$ cat src/rtl/pgpc_pkg.sv
// Package: shared command encoding for the paged program counter.
// Assumes exactly one operation is chosen per cycle by the arbiter.
package pgpc_pkg;

    typedef enum logic [3:0] {
        OP_HOLD = 4'd0,
        OP_STEP = 4'd1,
        OP_JMP  = 4'd2,
        OP_CALL = 4'd3,
        OP_LDA  = 4'd4,
        OP_ADDA = 4'd5,
        OP_TBL  = 4'd6,
        OP_IRQ  = 4'd7,
        OP_RET  = 4'd8,
        OP_RETI = 4'd9
    } pc_op_e;

endpackage

$ cat src/rtl/pgpc_cmd_arb.sv
// Module: pgpc_cmd_arb
// Reduces the command strobes to a single operation by fixed priority:
// interrupt, return-from-interrupt, return, call, jump, load, add, table add, step.
// Assumes the strobes are sampled in the same cycle as their operands.
module pgpc_cmd_arb
    import pgpc_pkg::*;
(
    input  logic   cmd_step,
    input  logic   cmd_jmp,
    input  logic   cmd_call,
    input  logic   cmd_lda,
    input  logic   cmd_adda,
    input  logic   cmd_tbl,
    input  logic   cmd_irq,
    input  logic   cmd_ret,
    input  logic   cmd_reti,
    output pc_op_e op
);

    // Priority chain: the first high strobe in order wins.
    always_comb begin
        if (cmd_irq)       op = OP_IRQ;
        else if (cmd_reti) op = OP_RETI;
        else if (cmd_ret)  op = OP_RET;
        else if (cmd_call) op = OP_CALL;
        else if (cmd_jmp)  op = OP_JMP;
        else if (cmd_lda)  op = OP_LDA;
        else if (cmd_adda) op = OP_ADDA;
        else if (cmd_tbl)  op = OP_TBL;
        else if (cmd_step) op = OP_STEP;
        else               op = OP_HOLD;
    end

endmodule

$ cat src/rtl/pgpc_next_addr.sv
// Module: pgpc_next_addr
// Combinational next-address former. It assembles the page bits, the middle
// bits and the low byte for every operation, and it decides the stack push
// and pop. Assumes PC_W = PAGE_W + OFS_W and OFS_W > DATA_W.
module pgpc_next_addr
    import pgpc_pkg::*;
#(
    parameter int PC_W    = 12,
    parameter int PAGE_W  = 2,
    parameter int OFS_W   = 10,
    parameter int DATA_W  = 8,
    parameter int IRQ_VEC = 8
) (
    input  pc_op_e              op,
    input  logic [PC_W-1:0]     pc,
    input  logic [PC_W-1:0]     stk_top,
    input  logic [PAGE_W-1:0]   page_sel,
    input  logic [OFS_W-1:0]    imm,
    input  logic [DATA_W-1:0]   acc,
    output logic [PC_W-1:0]     pc_nxt,
    output logic                push,
    output logic                pop,
    output logic [PC_W-1:0]     push_val
);

    localparam int MID_W = OFS_W - DATA_W;

    logic [PC_W-1:0]   pc_inc;
    logic [DATA_W-1:0] low_sum;

    // Shared arithmetic: sequential successor and low-byte relative sum.
    always_comb begin
        pc_inc  = pc + PC_W'(1);
        low_sum = pc[DATA_W-1:0] + acc;
    end

    // Address selection per operation.
    always_comb begin
        case (op)
            OP_STEP:         pc_nxt = pc_inc;
            OP_JMP, OP_CALL: pc_nxt = {page_sel, imm};
            OP_LDA:          pc_nxt = {page_sel, {MID_W{1'b0}}, acc};
            OP_ADDA:         pc_nxt = {page_sel, {MID_W{1'b0}}, low_sum};
            OP_TBL:          pc_nxt = {pc[PC_W-1:DATA_W], low_sum};
            OP_IRQ:          pc_nxt = PC_W'(IRQ_VEC);
            OP_RET, OP_RETI: pc_nxt = stk_top;
            default:         pc_nxt = pc;
        endcase
    end

    // Stack control: calls save the successor, interrupts the preempted address.
    always_comb begin
        push     = (op == OP_CALL) || (op == OP_IRQ);
        pop      = (op == OP_RET)  || (op == OP_RETI);
        push_val = (op == OP_CALL) ? pc_inc : pc;
    end

endmodule

$ cat src/rtl/pgpc_ret_stack.sv
// Module: pgpc_ret_stack
// Ring-style return stack of DEPTH entries. A push past DEPTH overwrites the
// oldest entry. A pop past the bottom keeps walking the ring, with no flag.
// Assumes DEPTH is a power of two and push and pop are never high together.
module pgpc_ret_stack #(
    parameter int W     = 12,
    parameter int DEPTH = 8
) (
    input  logic         clk,
    input  logic         rst_n,
    input  logic         push,
    input  logic         pop,
    input  logic [W-1:0] wdata,
    output logic [W-1:0] top
);

    localparam int PTR_W = $clog2(DEPTH);

    logic [PTR_W-1:0] wr_ptr;
    logic [PTR_W-1:0] rd_idx;
    logic [W-1:0]     ent [DEPTH];

    // Write pointer: advances on push, retreats on pop, wraps freely.
    always_ff @(posedge clk) begin
        if (!rst_n)    wr_ptr <= '0;
        else if (push) wr_ptr <= wr_ptr + PTR_W'(1);
        else if (pop)  wr_ptr <= wr_ptr - PTR_W'(1);
    end

    // One register per slot, written when the pointer selects it.
    for (genvar g = 0; g < DEPTH; g++) begin : g_slot
        logic [W-1:0] q;
        always_ff @(posedge clk) begin
            if (!rst_n)                            q <= '0;
            else if (push && wr_ptr == PTR_W'(g))  q <= wdata;
        end
        assign ent[g] = q;
    end

    // Top of stack is the slot just below the write pointer.
    always_comb begin
        rd_idx = wr_ptr - PTR_W'(1);
        top    = ent[rd_idx];
    end

endmodule

$ cat src/rtl/pgpc_ctx_shadow.sv
// Module: pgpc_ctx_shadow
// Single-level interrupt context shadow. It captures the accumulator, status
// and page byte on interrupt entry, and it pulses a restore strobe one cycle
// after a return-from-interrupt. A nested entry overwrites the saved bytes.
module pgpc_ctx_shadow #(
    parameter int DATA_W = 8
) (
    input  logic              clk,
    input  logic              rst_n,
    input  logic              save,
    input  logic              restore,
    input  logic [DATA_W-1:0] acc_in,
    input  logic [DATA_W-1:0] stat_in,
    input  logic [DATA_W-1:0] pgbyte_in,
    output logic [DATA_W-1:0] acc_q,
    output logic [DATA_W-1:0] stat_q,
    output logic [DATA_W-1:0] pgbyte_q,
    output logic              restore_q
);

    // Shadow capture on interrupt entry.
    always_ff @(posedge clk) begin
        if (!rst_n) begin
            acc_q    <= '0;
            stat_q   <= '0;
            pgbyte_q <= '0;
        end else if (save) begin
            acc_q    <= acc_in;
            stat_q   <= stat_in;
            pgbyte_q <= pgbyte_in;
        end
    end

    // Registered one-cycle restore strobe.
    always_ff @(posedge clk) begin
        if (!rst_n) restore_q <= 1'b0;
        else        restore_q <= restore;
    end

endmodule

$ cat src/rtl/pgpc_top.sv
// Module: pgpc_top
// Paged program counter. It arbitrates the command strobes, forms the next
// address, keeps the return ring and the interrupt context shadow.
// Assumes the decoder raises strobes for one cycle per instruction.
module pgpc_top
    import pgpc_pkg::*;
#(
    parameter int PC_W      = 12,
    parameter int PAGE_W    = 2,
    parameter int DATA_W    = 8,
    parameter int STK_DEPTH = 8,
    parameter int IRQ_VEC   = 8
) (
    input  logic              clk,
    input  logic              rst_n,
    input  logic              cmd_step,
    input  logic              cmd_jmp,
    input  logic              cmd_call,
    input  logic              cmd_lda,
    input  logic              cmd_adda,
    input  logic              cmd_tbl,
    input  logic              cmd_irq,
    input  logic              cmd_ret,
    input  logic              cmd_reti,
    input  logic [9:0]        imm,
    input  logic [7:0]        acc_in,
    input  logic [1:0]        page_sel,
    input  logic [7:0]        stat_in,
    input  logic [7:0]        pgbyte_in,
    output logic [11:0]       pc_out,
    output logic [7:0]        ctx_acc,
    output logic [7:0]        ctx_stat,
    output logic [7:0]        ctx_pgbyte,
    output logic              ctx_restore
);

    localparam int OFS_W = PC_W - PAGE_W;

    pc_op_e          op;
    logic [PC_W-1:0] pc_q;
    logic [PC_W-1:0] pc_nxt;
    logic [PC_W-1:0] stk_top;
    logic [PC_W-1:0] push_val;
    logic            push;
    logic            pop;

    pgpc_cmd_arb u_arb (
        .cmd_step (cmd_step),
        .cmd_jmp  (cmd_jmp),
        .cmd_call (cmd_call),
        .cmd_lda  (cmd_lda),
        .cmd_adda (cmd_adda),
        .cmd_tbl  (cmd_tbl),
        .cmd_irq  (cmd_irq),
        .cmd_ret  (cmd_ret),
        .cmd_reti (cmd_reti),
        .op       (op)
    );

    pgpc_next_addr #(
        .PC_W    (PC_W),
        .PAGE_W  (PAGE_W),
        .OFS_W   (OFS_W),
        .DATA_W  (DATA_W),
        .IRQ_VEC (IRQ_VEC)
    ) u_next (
        .op       (op),
        .pc       (pc_q),
        .stk_top  (stk_top),
        .page_sel (page_sel),
        .imm      (imm),
        .acc      (acc_in),
        .pc_nxt   (pc_nxt),
        .push     (push),
        .pop      (pop),
        .push_val (push_val)
    );

    pgpc_ret_stack #(
        .W     (PC_W),
        .DEPTH (STK_DEPTH)
    ) u_stack (
        .clk   (clk),
        .rst_n (rst_n),
        .push  (push),
        .pop   (pop),
        .wdata (push_val),
        .top   (stk_top)
    );

    pgpc_ctx_shadow #(
        .DATA_W (DATA_W)
    ) u_ctx (
        .clk       (clk),
        .rst_n     (rst_n),
        .save      (op == OP_IRQ),
        .restore   (op == OP_RETI),
        .acc_in    (acc_in),
        .stat_in   (stat_in),
        .pgbyte_in (pgbyte_in),
        .acc_q     (ctx_acc),
        .stat_q    (ctx_stat),
        .pgbyte_q  (ctx_pgbyte),
        .restore_q (ctx_restore)
    );

    // Program counter register.
    always_ff @(posedge clk) begin
        if (!rst_n) pc_q <= '0;
        else        pc_q <= pc_nxt;
    end

    assign pc_out = pc_q;

endmodule

$ cat config.mk
export PLATFORM = sky130hd
export DESIGN_NAME = pgpc_top
export DESIGN_NICKNAME = d
export VERILOG_FILES = /design/src/rtl/pgpc_pkg.sv /design/src/rtl/pgpc_cmd_arb.sv /design/src/rtl/pgpc_next_addr.sv /design/src/rtl/pgpc_ret_stack.sv /design/src/rtl/pgpc_ctx_shadow.sv /design/src/rtl/pgpc_top.sv
export SDC_FILE = /design/constraint.sdc
export NUM_CORES = 1
export LEC_CHECK = 0
export CAP_MARGIN = 20
export CORE_MARGIN = 2
export CORE_UTILIZATION = 39
export CTS_BUF_LIST = sky130_fd_sc_hd__clkbuf_4 sky130_fd_sc_hd__clkbuf_8
export DETAILED_ROUTE_END_ITERATION = 10
export HOLD_SLACK_MARGIN = 0.06
export SLEW_MARGIN = 20
export SYNTH_ARGS = -nofsm -noshare
export SYNTH_HDL_FRONTEND = slang
export SYNTH_SLANG_ARGS = --single-unit
$ cat constraint.sdc
create_clock -name clk -period 5.92 [get_ports clk]
set_input_delay 1.184 -clock clk [delete_from_list [all_inputs] [get_ports clk]]
set_output_delay 1.184 -clock clk [all_outputs]
set_load 0.01 [all_outputs]
# --- After elaboration in Yosys (flattened, before gate mapping) ---
# Index checks and enable logic that the tools add are counted.
totals:
  register_bits: 136
  input_bits: 47
  out_inout_bits: 37
  word_cells: 71
op_classes:
  addsub: 4
  n_lt_le_gt_ge: 1
  n_eq_ne: 16
  muxes: 16
  bitwise: 2
  reduce_logical: 17
op_table:
  columns: ["cell", "count"]
  rows:
  - ["12-bit case mux with 7 select lines", 1]
  - ["12-bit binary-select mux with 3-bit select", 1]
  - ["12-bit 2-to-1 mux", 3]
  - ["4-bit 2-to-1 mux", 8]
  - ["4-bit by 3-bit == test with 1-bit output, second input constant", 4]
  - ["12-bit by 1-bit adder with 12-bit output, second input constant", 1]
  - ["3-bit == test, second input constant", 4]
  - ["8-bit adder", 1]
  - ["4-bit by 2-bit == test with 1-bit output, second input constant", 2]
  - ["4-bit == test, second input constant", 2]
  - ["1-bit logical AND", 8]
  - ["7-bit nonzero test", 1]
  - ["3-bit by 2-bit == test with 1-bit output, second input constant", 2]
  - ["3-bit 2-to-1 mux", 2]
  - ["6-bit nonzero test", 1]
  - ["4-bit by 1-bit == test with 1-bit output, second input constant", 1]
  - ["4-bit greater-or-equal comparator, second input constant", 1]
  - ["3-bit NOT with 4-bit output", 1]
  - ["2-bit OR reduction", 2]
  - ["3-bit by 1-bit adder with 3-bit output, second input constant", 1]
  - ["3-bit by 1-bit == test with 1-bit output, second input constant", 1]
  - ["3-bit logical NOT", 1]
  - ["3-bit by 1-bit subtractor with 3-bit output, second input constant", 1]
  - ["1-bit logical OR", 2]
  - ["4 further kinds", 4]

# --- Logic depth before layout (Yosys ltp) ---
depth:
  depth_word: 13
  ltp_mapped: 12
  ltp_nobuf: 7

# --- Hierarchy ---
# Synthesis repeated with hierarchy kept, for this count alone.
hier_totals:
  hier_cells: 879
  hier_area_um2: 7556.0
by_module_without_submodules:
  columns: ["mod", "n_inst", "cells_each", "area_per_inst_um2", "seq_area_each_um2"]
  rows:
  - ["pgpc_ret_stack", 1, 548, 4819.6, 1981.9]
  - ["pgpc_next_addr", 1, 212, 1348.8, 0.0]
  - ["pgpc_ctx_shadow", 1, 79, 955.9, 500.5]
  - ["pgpc_top", 1, 27, 359.1, 240.2]
  - ["pgpc_cmd_arb", 1, 13, 72.6, 0.0]

# --- Least setup slack after synthesis ---
# Ideal clock, no wire load.
synth_path:
  kind: "register -> register"
  from: "register u_stack.wr_ptr[0]"
  to: "register pc_q[7] (netlist: pc_out[7])"
  setup_ps: 119
  arrival_time_ps: 2973
  required_time_ps: 5801
  slack_ps: 2828
  path_stages_with_launch: 13
  path_buffers: 6
  synth_period_minus_slack_ps: 3092
  path_cell_list: "dfxtp_1 buf_2 buf_2 buf_2 inv_1 ha_1 buf_2 buf_2 buf_2 mux4_2 a22oi_1 nand2_1 o221a_2"
synth_between:
  elab_chain_len: 6
synth_rtl:
  columns: ["item", "line", "rtl"]
  rows:
  - ["start: declaration", "pgpc_ret_stack.sv:19", "logic [PTR_W-1:0] wr_ptr;"]
  - ["start signal: assignment", "pgpc_ret_stack.sv:26", "else if (push) wr_ptr <= wr_ptr + PTR_W'(1);"]
  - ["start signal: assignment", "pgpc_ret_stack.sv:27", "else if (pop) wr_ptr <= wr_ptr - PTR_W'(1);"]
  - ["3-bit by 1-bit subtractor with 3-bit output", "pgpc_ret_stack.sv:42", "rd_idx = wr_ptr - PTR_W'(1);"]
  - ["3-bit NOT with 4-bit output (not written as such)", "pgpc_ret_stack.sv:43", "top = ent[rd_idx];"]
  - ["12-bit binary-select mux with 3-bit select", "pgpc_ret_stack.sv:43", null]
  - ["12-bit 2-to-1 mux (not written as such) (2 in a row)", "pgpc_ret_stack.sv:43", null]
  - ["12-bit case mux with 7 select lines", "pgpc_next_addr.sv:39", "case (op)"]
  - ["end signal: assignment", "pgpc_top.sv:110", "else pc_q <= pc_nxt;"]
  - ["end: declaration", "pgpc_top.sv:40", "logic [PC_W-1:0] pc_q;"]
# Every way passes these cells. The select of a mux whose other input is x is not followed.
# A chain may end at the register's enable or synchronous reset.

# --- Worst setup path after layout ---
layout_path:
  from: "input port cmd_ret"
  to: "register u_stack.g_slot[0].q[10]"
layout_between:
  elab_chain_len: 6
  elab_cells_between_ends: 8
  cone_classes: "eq/ne (2); mux (4); reduce/logical (2)"
layout_rtl:
  columns: ["item", "line", "rtl"]
  rows:
  - ["start: declaration", "pgpc_top.sv:23", "input logic cmd_ret,"]
  - ["4-bit 2-to-1 mux (*)", "pgpc_cmd_arb.sv:24", "else if (cmd_ret) op = OP_RET;"]
  - ["4-bit 2-to-1 mux (*)", "pgpc_cmd_arb.sv:23", "else if (cmd_reti) op = OP_RETI;"]
  - ["4-bit 2-to-1 mux (*)", "pgpc_cmd_arb.sv:22", "if (cmd_irq) op = OP_IRQ;"]
  - ["4-bit by 2-bit == test with 1-bit output / 4-bit by 3-bit == test with 1-bit output (equally long branches)", "pgpc_next_addr.sv:53, pgpc_next_addr.sv:55", null]
  - ["1-bit logical OR", "pgpc_next_addr.sv:53", "push = (op == OP_CALL) || (op == OP_IRQ);"]
  - ["1-bit logical AND", "pgpc_ret_stack.sv:35", "else if (push && wr_ptr == PTR_W'(g)) q <= wdata;"]
  - ["end signal: assignment", "pgpc_ret_stack.sv:35", null]
  - ["end: declaration", "pgpc_ret_stack.sv:32", "logic [W-1:0] q;"]
# Every way passes the cells marked *; elsewhere a longest branch is shown, timed or not.

==> impl_metrics.csv <==
group,metric,value,unit
status,outcome,"finished, final reports clean",
global_route,antenna_found_initial,0,
floorplanning,ioPinCount,84,
run,drv_cap,0,
clock_tree,path_clk_slew,70,ps
critical_path,crit_path_start_kind,"input port",
detailed_routing,drc,0,
placement,place_area,7410,µm²
global_route,grt_pass1_wl,29.6,mm
yosys,synth_edf_count,0,
clock_tree,cts_buffers,17,
pwr,p_leak,2.74,nW
timing,fin_worst_skew,11.2,ps
detailed_routing,drtIter0Drc,420,
global_route,grt_pass1_vias,5635,
detailed_routing,antenna_left,0,
cells_and_area,synthToLayoutAreaGrowth,18.6,%
clock_tree,cts_sinks,136,
critical_path,slowest_stage,"and2_1",
detailed_routing,viasPerCell,5.71,
yosys,synthTopCellsByArea,"dfxtp_1, mux4_2, a211oi_1",
yosys,yosysTopAreaCell,"dfxtp_1",
timing,finalHoldViolations,0,
critical_path,r2r-start,"u_stack.wr_ptr[0]$_SDFFE_PN0P_",
critical_path,crit_buf_inv,1,
critical_path,cp.depth,6,
floorplanning,rows,47,
cells_and_area,drive_gt1_frac,0.0988,
placement,port_buffers,83,
detailed_routing,via_count,5651,
placement,dp.cells,957,
global_route,gr-total-overflow,0,
floorplanning,fp.dieW,134,µm
floorplanning,coreArea,16500,µm²
timing,drv_slew,0,
yosys,synth.avg_cell_area,9.28,µm²
timing,rsz0062_at_grt,"false",
yosys,syn_area,6570,µm²
cells_and_area,nets,819,
yosys,yosysSeqAreaShare,0.415,
critical_path,critical-path-top-delay-family,"simple AND/OR/NAND/NOR gates",
cells_and_area,stdcell_count,989,
critical_path,ff2ff_path_depth,8,
critical_path,worstSetupStartpoint,"cmd_ret",
hold_path,hold_class,"reg2reg",
critical_path,path_max_fanout,22,
timing,max_slew.worst_pin.slew,1100,ps
yosys,yosys_warnings,0,
critical_path,end_kind,"flop",
clock_tree,cts_buffer_depth,2,
critical_path,cp.arrival,3870,ps
floorplanning,initial_core_util,0.397,
detailed_routing,drt_first_pass_iters,5,
yosys,ys_types,65,
timing,slew_headroom,0.269,
placement,dp_slack,1910,ps
critical_path,worstPathRequired,6200,ps
yosys,async_flop_share,0,
critical_path,cp-endpoint,"u_stack.g_slot[0].q[10]$_SDFFE_PN0P_",
clock_tree,htree_num_levels,4,
global_route,grt_max_degree,59,
placement,dpl.hpwl,12.8,mm
detailed_routing,wirelength,18.2,mm
clock_tree,cts_hold_buf,0,
yosys,synth_flop_cell,"dfxtp_1",
detailed_routing,routedWlPerCell,18.4,µm
clock_tree,insertion_delay,440,ps
timing,timing.final.crit_share,0.607,
clock_tree,cts_setup_buffers,0,
pwr,powerDensity,264,nW/µm²
cells_and_area,layout_commonest_cell,"nor2_1",
timing,max_clock_freq,0.278,GHz
yosys,synthCells,708,
yosys,ys_ff_latch,136,
yosys,synth_top_area_frac,0.415,
placement,place_congestion,0.899,
timing,fin_crit,3590,ps
cells_and_area,final_area,7790,µm²
timing,setup-violations-final,0,
critical_path,timing.rr.end,"pc_out[3]$_SDFFE_PN0P_",
yosys,syn_nets,771,
clock_tree,cts_tree,"done",
cells_and_area,diodes,0,
floorplanning,die-area,17900,µm²
floorplanning,fp.dieH,134,µm
pwr,vdd_drop_max,121,µV
timing,fin_setup_tns,0,ps
timing,setup_ws,2330,ps
global_route,grt_usage,0.209,
critical_path,crit_type,"in2reg",
clock_tree,cts_root_buf,"clkbuf_8",
critical_path,cpPeakStageDelay,770,ps
critical_path,rrSetupSlack,2590,ps
critical_path,cp_cell_sequence,"clkdlybuf4s50_1 -> or4b_1 -> a21oi_2 -> and2_1 -> mux2i_1 -> nor2_1",
cells_and_area,final_cell_mix,"nor2_1, dfxtp_1, clkdlybuf4s50_1",
cells_and_area,final_util,0.471,
clock_tree,post_cts_resize_count,0,
## how the worst min path moves through the flow
stage                                                    start  cells after the start  slack [ps]                                    to
after floorplan           u_stack.g_slot[0].q[10]$_SDFFE_PN0P_                      2         450  u_stack.g_slot[0].q[10]$_SDFFE_PN0P_
after global placement     u_stack.g_slot[0].q[9]$_SDFFE_PN0P_                      2         470   u_stack.g_slot[0].q[9]$_SDFFE_PN0P_
after detailed placement  u_stack.g_slot[0].q[10]$_SDFFE_PN0P_                      2         490  u_stack.g_slot[0].q[10]$_SDFFE_PN0P_
after CTS                  u_stack.g_slot[0].q[0]$_SDFFE_PN0P_                      2         500   u_stack.g_slot[0].q[0]$_SDFFE_PN0P_
after global routing       u_stack.g_slot[0].q[7]$_SDFFE_PN0P_                      2         510   u_stack.g_slot[0].q[7]$_SDFFE_PN0P_
final                      u_stack.g_slot[2].q[7]$_SDFFE_PN0P_                      2         500   u_stack.g_slot[2].q[7]$_SDFFE_PN0P_
## area by class of cell
| cell class | count | area, µm² |
|---|---|---|
| fillers | 1533 | 8740 |
| multi-input cells | 507 | 3530 |
| flip-flops and latches | 136 | 2720 |
| repair buffers | 88 | 863 |
| clock buffers | 20 | 275 |
| well taps | 220 | 275 |
| clock inverters | 12 | 101 |
| inverters | 6 | 22.5 |
## sequential cells by signal, indices dropped and copies added (netlist names)
signal and cells:
u_ctx.stat_q 8, u_stack.wr_ptr 3, u_ctx.pgbyte_q 8, u_stack.g_slot.q 96
u_ctx.restore_q 1, pc_out 12, u_ctx.acc_q 8
## through the flow
stage	total power [mW]	hold slack (ps)
2_1_floorplan	1.23	455
3_3_place_gp	1.34	470
3_5_place_dp	1.35	485
4_1_cts	2.08	502
5_1_grt	2.15	510
6_report	2.06	500
## per-layer routing
layer | vias to the layer above | track usage | part of all wire
li1 | 2702 | - | -
met1 | 2701 | 0.258 | 0.43
met2 | 209 | 0.356 | 0.48
met3 | 39 | 0.0412 | 0.061
met4 | 0 | 0.0934 | 0.030
met5 | - | 0 | 0
## synth_stat cells, types with 2 or more instances
| master | n |
|---|---|
| a22oi_1 | 4 |
| o22ai_1 | 5 |
| xor2_1 | 4 |
| a22o_1 | 7 |
| nor4_1 | 5 |
| o21bai_1 | 2 |
| o21ai_0 | 43 |
| o21a_1 | 3 |
| xnor2_1 | 15 |
| mux2i_1 | 30 |
| ha_1 | 15 |
| nand2_1 | 26 |
| and3_1 | 5 |
| clkbuf_1 | 28 |
| buf_4 | 6 |
| buf_2 | 20 |
| o311a_1 | 2 |
| nand3_1 | 11 |
| and4_1 | 2 |
| mux4_2 | 24 |
| and2_1 | 5 |
| dfxtp_1 | 136 |
| or3_1 | 3 |
| and2_2 | 2 |
| o41ai_1 | 2 |
| nor2_1 | 138 |
| buf_6 | 4 |
| a31oi_1 | 6 |
| inv_1 | 5 |
| a21oi_1 | 29 |
| a211oi_1 | 70 |
| o211ai_1 | 4 |
| nor3_1 | 9 |
| nand2b_1 | 2 |
| o31ai_1 | 2 |
| a2111oi_0 | 2 |
| nand4_1 | 4 |
## worst reg2reg max path: stages (launching register included)
cell     delay [ps]
dfxtp_1         320
buf_4           420
inv_1           210
ha_1            680
buf_4           410
mux4_2          550
a22o_1          290
nor4_1          230
o22ai_1         110
## logic make-up (layout without fill, tap and decap cells)
group,after synthesis,after routing,synth area share
adders and majority gates,16,16,0.0316
AOI/OAI and AO/OA,196,196,0.201
xor gates and xnor gates,19,19,0.0253
buffers and inverters,65,126,0.0490
muxes,55,55,0.130
and+or+nand+nor,221,221,0.149
DFF,136,136,0.415
## where the power goes
| part | internal, mW | leakage (nW) | switching [mW] |
|---|---|---|---|
| clock network | 0.362 | 0.194 | 0.363 |
| logic | 0.151 | 1.44 | 0.184 |
| registers | 0.964 | 1.11 | 0.0324 |
| total | 1.48 | 2.74 | 0.580 |
(Power assumes the default switching activity.)
